## config.mk

```make
export PLATFORM = sky130hd
export DESIGN_NAME = wavetable_nco_gen
export DESIGN_NICKNAME = d
export VERILOG_FILES = /design/src/rtl/wtg_pkg.sv /design/src/rtl/wtg_phase_acc.sv /design/src/rtl/wtg_phase_cnt.sv /design/src/rtl/wtg_table.sv /design/src/rtl/wavetable_nco_gen.sv
export SDC_FILE = /design/constraint.sdc
export NUM_CORES = 2
export LEC_CHECK = 0
export BUFFER_PORTS_ARGS = -buffer_cell sky130_fd_sc_hd__buf_2
export CAP_MARGIN = 10
export CELL_PAD_IN_SITES_DETAIL_PLACEMENT = 0
export CELL_PAD_IN_SITES_GLOBAL_PLACEMENT = 1
export CORE_MARGIN = 1.5
export CORE_UTILIZATION = 45
export DETAILED_ROUTE_END_ITERATION = 16
export PLACE_DENSITY = 0.7
export SYNTH_ARGS = -nofsm -noshare
export SYNTH_HDL_FRONTEND = slang
export SYNTH_SLANG_ARGS = --single-unit
```

## constraint.sdc

```tcl
create_clock -name clk -period 4.7 [get_ports clk]
set_input_delay 0.47 -clock clk [delete_from_list [all_inputs] [get_ports clk]]
set_output_delay 0.47 -clock clk [all_outputs]
set_load 0.01 [all_outputs]
```

## src/rtl/wtg_pkg.sv

```systemverilog
package wtg_pkg;
  localparam int ACC_W_DEF = 20;
  localparam int PH_W_DEF  = 8;
  localparam int SMP_W_DEF = 8;

  typedef enum logic [1:0] {
    CNT_HOLD  = 2'd0,
    CNT_CLEAR = 2'd1,
    CNT_ADV   = 2'd2
  } cnt_op_e;
endpackage

```

## src/rtl/wtg_phase_acc.sv

```systemverilog
module wtg_phase_acc #(
  parameter int ACC_W = wtg_pkg::ACC_W_DEF
) (
  input  logic             clk,
  input  logic             rst_n,
  input  logic [ACC_W-1:0] inc,
  input  logic             hold,
  output logic             step
);
  logic [ACC_W-1:0] acc_q;
  logic [ACC_W:0]   sum_w;

  function automatic logic [ACC_W:0] add_carry(input logic [ACC_W-1:0] a,
                                               input logic [ACC_W-1:0] b);
    return {1'b0, a} + {1'b0, b};
  endfunction

  assign sum_w = add_carry(acc_q, inc);

  always_ff @(posedge clk or negedge rst_n) begin
    if (!rst_n) begin
      acc_q <= '0;
      step  <= 1'b0;
    end else begin
      acc_q <= sum_w[ACC_W-1:0];
      step  <= sum_w[ACC_W] & ~hold;
    end
  end

  AST_NO_STEP_IN_HOLD: assert property (@(posedge clk) disable iff (!rst_n)
    hold |=> !step) else $error("step while held");

  AST_ACC_WRAPS: assert property (@(posedge clk) disable iff (!rst_n)
    $past(rst_n) |-> acc_q == ACC_W'($past(acc_q) + $past(inc))) else $error("accumulator step wrong");
endmodule

```

## src/rtl/wtg_phase_cnt.sv

```systemverilog
module wtg_phase_cnt #(
  parameter int PH_W = wtg_pkg::PH_W_DEF
) (
  input  logic            clk,
  input  logic            rst_n,
  input  logic            clr,
  input  logic            wr_adv,
  input  logic            step_adv,
  output logic [PH_W-1:0] cnt
);
  import wtg_pkg::*;

  cnt_op_e op_w;

  function automatic cnt_op_e pick_op(input logic c, input logic w, input logic s);
    if (c)           return CNT_CLEAR;
    else if (w || s) return CNT_ADV;
    else             return CNT_HOLD;
  endfunction

  function automatic logic [PH_W-1:0] next_cnt(input cnt_op_e o, input logic [PH_W-1:0] v);
    case (o)
      CNT_CLEAR: return '0;
      CNT_ADV:   return v + 1'b1;
      default:   return v;
    endcase
  endfunction

  assign op_w = pick_op(clr, wr_adv, step_adv);

  always_ff @(posedge clk or negedge rst_n) begin
    if (!rst_n) cnt <= '0;
    else        cnt <= next_cnt(op_w, cnt);
  end

  AST_CNT_CLEARED: assert property (@(posedge clk) disable iff (!rst_n)
    clr |=> cnt == '0) else $error("count not cleared");

  AST_CNT_ADVANCES: assert property (@(posedge clk) disable iff (!rst_n)
    (!clr && (wr_adv || step_adv)) |=> cnt == PH_W'($past(cnt) + 1'b1)) else $error("count not advanced");

  AST_CNT_STILL: assert property (@(posedge clk) disable iff (!rst_n)
    (!clr && !wr_adv && !step_adv) |=> $stable(cnt)) else $error("count moved");
endmodule

```

## src/rtl/wtg_table.sv

```systemverilog
module wtg_table #(
  parameter int AW    = wtg_pkg::PH_W_DEF,
  parameter int DW    = wtg_pkg::SMP_W_DEF,
  parameter logic [DW-1:0] INIT = 8'h80
) (
  input  logic          clk,
  input  logic          rst_n,
  input  logic          we,
  input  logic [AW-1:0] waddr,
  input  logic [DW-1:0] wdata,
  input  logic [AW-1:0] raddr,
  output logic [DW-1:0] rdata
);
  localparam int DEPTH = 1 << AW;

  logic [DW-1:0] mem [DEPTH];

  always_ff @(posedge clk or negedge rst_n) begin
    if (!rst_n) begin
      for (int i = 0; i < DEPTH; i++) mem[i] <= INIT;
    end else if (we) begin
      mem[waddr] <= wdata;
    end
  end

  assign rdata = mem[raddr];
endmodule

```

## src/rtl/wavetable_nco_gen.sv

```systemverilog
module wavetable_nco_gen #(
  parameter int ACC_W = wtg_pkg::ACC_W_DEF,
  parameter int PH_W  = wtg_pkg::PH_W_DEF,
  parameter int SMP_W = wtg_pkg::SMP_W_DEF
) (
  input  logic             clk,
  input  logic             rst_n,
  input  logic [ACC_W-1:0] phase_inc,
  input  logic             load_mode,
  input  logic             wr_stb,
  input  logic [SMP_W-1:0] wr_data,
  output logic [SMP_W-1:0] sample_out,
  output logic             step_o,
  output logic             load_busy
);
  localparam logic [SMP_W-1:0] MID      = SMP_W'(1) << (SMP_W - 1);
  localparam logic [PH_W-1:0]  LAST_IDX = '1;

  logic            ld_q;
  logic            hold_w;
  logic            load_enter_w;
  logic            wr_take_w;
  logic            step_take_w;
  logic [PH_W-1:0] cnt_w;
  logic [PH_W-1:0] addr_q;
  logic [SMP_W-1:0] rd_w;

  assign hold_w       = load_mode | ld_q;
  assign load_enter_w = load_mode & ~ld_q;
  assign wr_take_w    = ld_q & wr_stb;
  assign step_take_w  = step_o & ~hold_w;

  wtg_phase_acc #(.ACC_W(ACC_W)) u_acc (
    .clk(clk), .rst_n(rst_n), .inc(phase_inc), .hold(hold_w), .step(step_o)
  );

  wtg_phase_cnt #(.PH_W(PH_W)) u_cnt (
    .clk(clk), .rst_n(rst_n), .clr(load_enter_w), .wr_adv(wr_take_w),
    .step_adv(step_take_w), .cnt(cnt_w)
  );

  wtg_table #(.AW(PH_W), .DW(SMP_W), .INIT(MID)) u_tbl (
    .clk(clk), .rst_n(rst_n), .we(wr_take_w), .waddr(cnt_w), .wdata(wr_data),
    .raddr(addr_q), .rdata(rd_w)
  );

  always_ff @(posedge clk or negedge rst_n) begin
    if (!rst_n) begin
      ld_q       <= 1'b0;
      addr_q     <= '0;
      sample_out <= MID;
      load_busy  <= 1'b0;
    end else begin
      ld_q       <= load_mode;
      addr_q     <= cnt_w;
      sample_out <= ld_q ? MID : rd_w;
      if (!ld_q)          load_busy <= 1'b0;
      else if (wr_take_w) load_busy <= (cnt_w != LAST_IDX);
    end
  end

  AST_MIDSCALE_LOAD: assert property (@(posedge clk) disable iff (!rst_n)
    ld_q |=> sample_out == MID) else $error("output not mid-scale in load");

  AST_BUSY_OUTSIDE: assert property (@(posedge clk) disable iff (!rst_n)
    !ld_q |=> !load_busy) else $error("busy outside load");

  AST_BUSY_RISE: assert property (@(posedge clk) disable iff (!rst_n)
    $rose(load_busy) |-> $past(wr_take_w)) else $error("busy rose without write");

  AST_ADDR_SETTLED: assert property (@(posedge clk) disable iff (!rst_n)
    $past(rst_n) |-> addr_q == $past(cnt_w)) else $error("address not previous count");
endmodule

```

==> results.py <==
metrics = {
    "worst_hold_path": {
        "hold_end": "u_acc.acc_q[4]",
        "holdCritStartpoint": "phase_inc[4]",
        "whs_path_depth": 3,
        "worstHoldPathType": "in -> reg",
    },
    "clock_network": {
        "worstSkewPairLatency_ps": 850,
        "cts.path.max_buffers": 3,
        "cts.sinks": 2095,
        "tritoncts": "built",
        "cts_hold_buffers": 20,
        "clockRootBuffer": "clkbuf_16",
        "htreeDepth": 4,
        "post_cts.repair.setup_buffers": 0,
        "cts_made_buffers": 226,
        "ctsResizeCount": 0,
        "clkTransAtPathRegs_ps": 60,
    },
    "drt": {
        "viasPerCell": 5.88,
        "drc": 0,
        "wirelength_mm": 247,
        "vias": 52400,
        "routedWlPerCell_microns": 27.7,
        "ant_nets": 0,
        "drtIter0Drc": 3082,
        "drtPass1Iterations": 7,
    },
    "setup_path": {
        "worstPathCellList": "buf_12 > buf_12 > buf_12 > mux4_2 > mux4_2 > mux4_2 > a22oi_1 > nand2_1",
        "cp-end-kind": "flip-flop",
        "regToRegEndpoint": "sample_out[0]",
        "reg2reg_slack_ps": 760,
        "crit_fanout": 28,
        "cpLargestDelayFamily": "multiplexers",
        "crit_type": "reg -> reg",
        "crit_required_ps": 5410,
        "slowest_stage": "dfrtp_4",
        "cp.arrival_ps": 4650,
        "ff2ff_path_depth": 8,
        "cp.depth": 8,
        "slowest_delay_ps": 640,
        "start_kind": "flip-flop",
        "r2r-start": "addr_q[0]",
        "path_buf_inv": 3,
    },
    "placed_design": {
        "port-buffer-count": 41,
        "place_ws_ps": 820,
        "post-dp-hpwl_mm": 156,
        "place_congestion": 0.827,
        "dp.cells": 8458,
    },
    "finish": {
        "area_growth_pct": 13.5,
        "finish.cell_count_without_fillers": 8916,
        "drive_gt1_share_pct": 59.9,
        "utilization_pct": 51.5,
        "nNetsFinal": 5958,
    },
    "die": {
        "pin_count": 42,
        "row_count": 168,
        "initial_core_util_pct": 45.4,
        "core_area_sq_um": 210000,
        "dieHeight_microns": 463,
        "dieArea_sq_um": 214000,
        "die_w_microns": 463,
    },
    "power_and_ir_drop": {
        "leakagePower_uw": 0.0499,
        "powerDensity_nw_per_um2": 392,
        "ir_worst_vdd_uv": 421,
    },
    "timing": {
        "hold_violations": 0,
        "fin_crit_ps": 3940,
        "setup_ws_ps": 765,
        "rsz0062_at_grt": "no",
        "fin_crit_sh_pct": 83.7,
        "tns_ps": 0,
        "worst_pin_slew_ps": 1350,
        "final_max_slew_viol_count": 0,
        "fmax_mhz": 254,
        "fin_worst_skew_ps": 26.5,
        "setup_viol_count_final": 0,
        "timing.hold.ws_ps": 70.7,
        "max-slew-margin-rel_pct": 10.2,
    },
    "synth": {
        "synth_cell_type_count": 42,
        "synth_cells": 5784,
        "syn_area_per_cell_sq_um": 16.5,
        "ys_ff_latch": 2095,
        "syn_nets": 5841,
        "synth_area_sq_um": 95200,
        "ys_seq_area_share_pct": 55.4,
        "synth_warnings": 0,
    },
    "grt": {
        "grt_pass1_vias": 56000,
        "grt_antenna_before_repair": 10,
        "grtUsageTotal_pct": 23.3,
        "grt_pass1_wl_mm": 378,
        "grt_max_degree": 168,
        "grt_overflow": 0,
    },
    "job": {
        "cap_violations": 0,
    },
    "status": {
        "status": "completed",
    },
}
-- flip-flops by register name (all words and copies together) (netlist names) --
name         cells
u_tbl.mem     2048
sample_out       8
addr_q           8
u_acc.step       1
u_acc.acc_q     20
ld_q             1
load_busy        1
u_cnt.cnt        8
-- worst register-to-register path: stages (launching register included) --
cell	delay [ps]
dfrtp_4	640
buf_12	270
buf_12	240
buf_12	310
mux4_2	610
mux4_2	510
mux4_2	550
a22oi_1	550
nand2_1	110
-- cells by family after synthesis --
group | share of synthesized area [%]
xor gates and xnor gates | 0.147
AOI/OAI and AO/OA | 0.808
DFF | 55.4
and+or+nand+nor | 1.69
adders and majority gates | 0.336
buffers and inverters | 1.81
muxes | 39.8
-- cells in the final DEF (no fill, tap or decap), drive strengths merged, types with 19 or more instances in the layout --
cell type and instances:
ha 24, bufinv 19, a21oi 26, dfrtp 1838, buf 298, a22oi 36, clkinv 41, dlygate4sd3 20
nand2 113, mux4 660, dfstp 257, mux2 2048, clkbuf 356, nor2 213
-- cell type report --
cell class / instances / area, sq um
sequential: 2095 / 52800
antenna: 8 / 20.0
inverter: 6 / 22.5
clock buffer: 356 / 6860
fill: 17200 / 102000
tap: 2805 / 3510
clock inverter: 74 / 970
multi-input combinational: 3254 / 40800
timing repair buffer: 318 / 3110
-- synthesized netlist by cell type (all sizes together) --
| master | number | area (sq um) |
|---|---|---|
| mux2 | 2048 | 23100 |
| dfrtp | 1838 | 46000 |
| mux4 | 660 | 14900 |
| clkbuf | 348 | 1310 |
| dfstp | 257 | 6750 |
| nor2 | 213 | 800 |
| nand2 | 113 | 424 |
| buf | 81 | 398 |
| a22oi | 36 | 270 |
| a21oi | 26 | 130 |
| ha | 24 | 300 |
| o21ai | 16 | 80.1 |
| nor2b | 11 | 68.8 |
| xnor2 | 11 | 96.3 |
| nand3 | 10 | 50.1 |
| nor3 | 10 | 50.1 |
| a211oi | 9 | 67.6 |
| and3 | 9 | 56.3 |
| nor3b | 7 | 52.6 |
| inv | 6 | 22.5 |
| nand2b | 6 | 37.5 |
| a31oi | 5 | 31.3 |
| and2 | 5 | 31.3 |
| o211ai | 5 | 37.5 |
| xor2 | 5 | 43.8 |
| a21o | 4 | 30.0 |
| a211o | 3 | 26.3 |
| o31ai | 3 | 22.5 |
| nand3b | 2 | 15.0 |
| o21a | 2 | 15.0 |
| o21bai | 2 | 15.0 |
| o41ai | 2 | 17.5 |
| a31o | 1 | 8.76 |
| and3b | 1 | 8.76 |
| fa | 1 | 20.0 |
| nor4 | 1 | 6.26 |
| o22a | 1 | 8.76 |
| o311ai | 1 | 8.76 |
| or2 | 1 | 6.26 |
-- report_power, final --
part           switching [uW]  internal [uW]
combinational            2970           2120
clock                    7460          11000
sequential                292          18400
-- layer usage --
layer	GRT usage (%)	vias to the layer above	part of all wire, %
met5	0	-	0.0057
met4	6.87	2	2.7
met3	3.80	394	4.5
met2	37.2	1031	48
met1	33.0	29000	45
li1	-	22000	-
-- how the worst max path moves through the flow --
stage / start / endpoint
2_1_floorplan: addr_q[0] / sample_out[0]
3_3_place_gp: addr_q[0] / sample_out[0]
3_5_place_dp: addr_q[0] / sample_out[0]
4_1_cts: addr_q[0] / sample_out[0]
5_1_grt: addr_q[0] / sample_out[0]
6_report: addr_q[0] / sample_out[0]
-- through the flow --
step	area, sq um	total power (uW)
2_1_floorplan	95200	22300
3_3_place_gp	100000	24200
3_5_place_dp	100000	24200
4_1_cts	108000	42900
5_1_grt	108000	44000
6_report	108000	42300
Note: power is estimated with default switching activity, not from simulation.
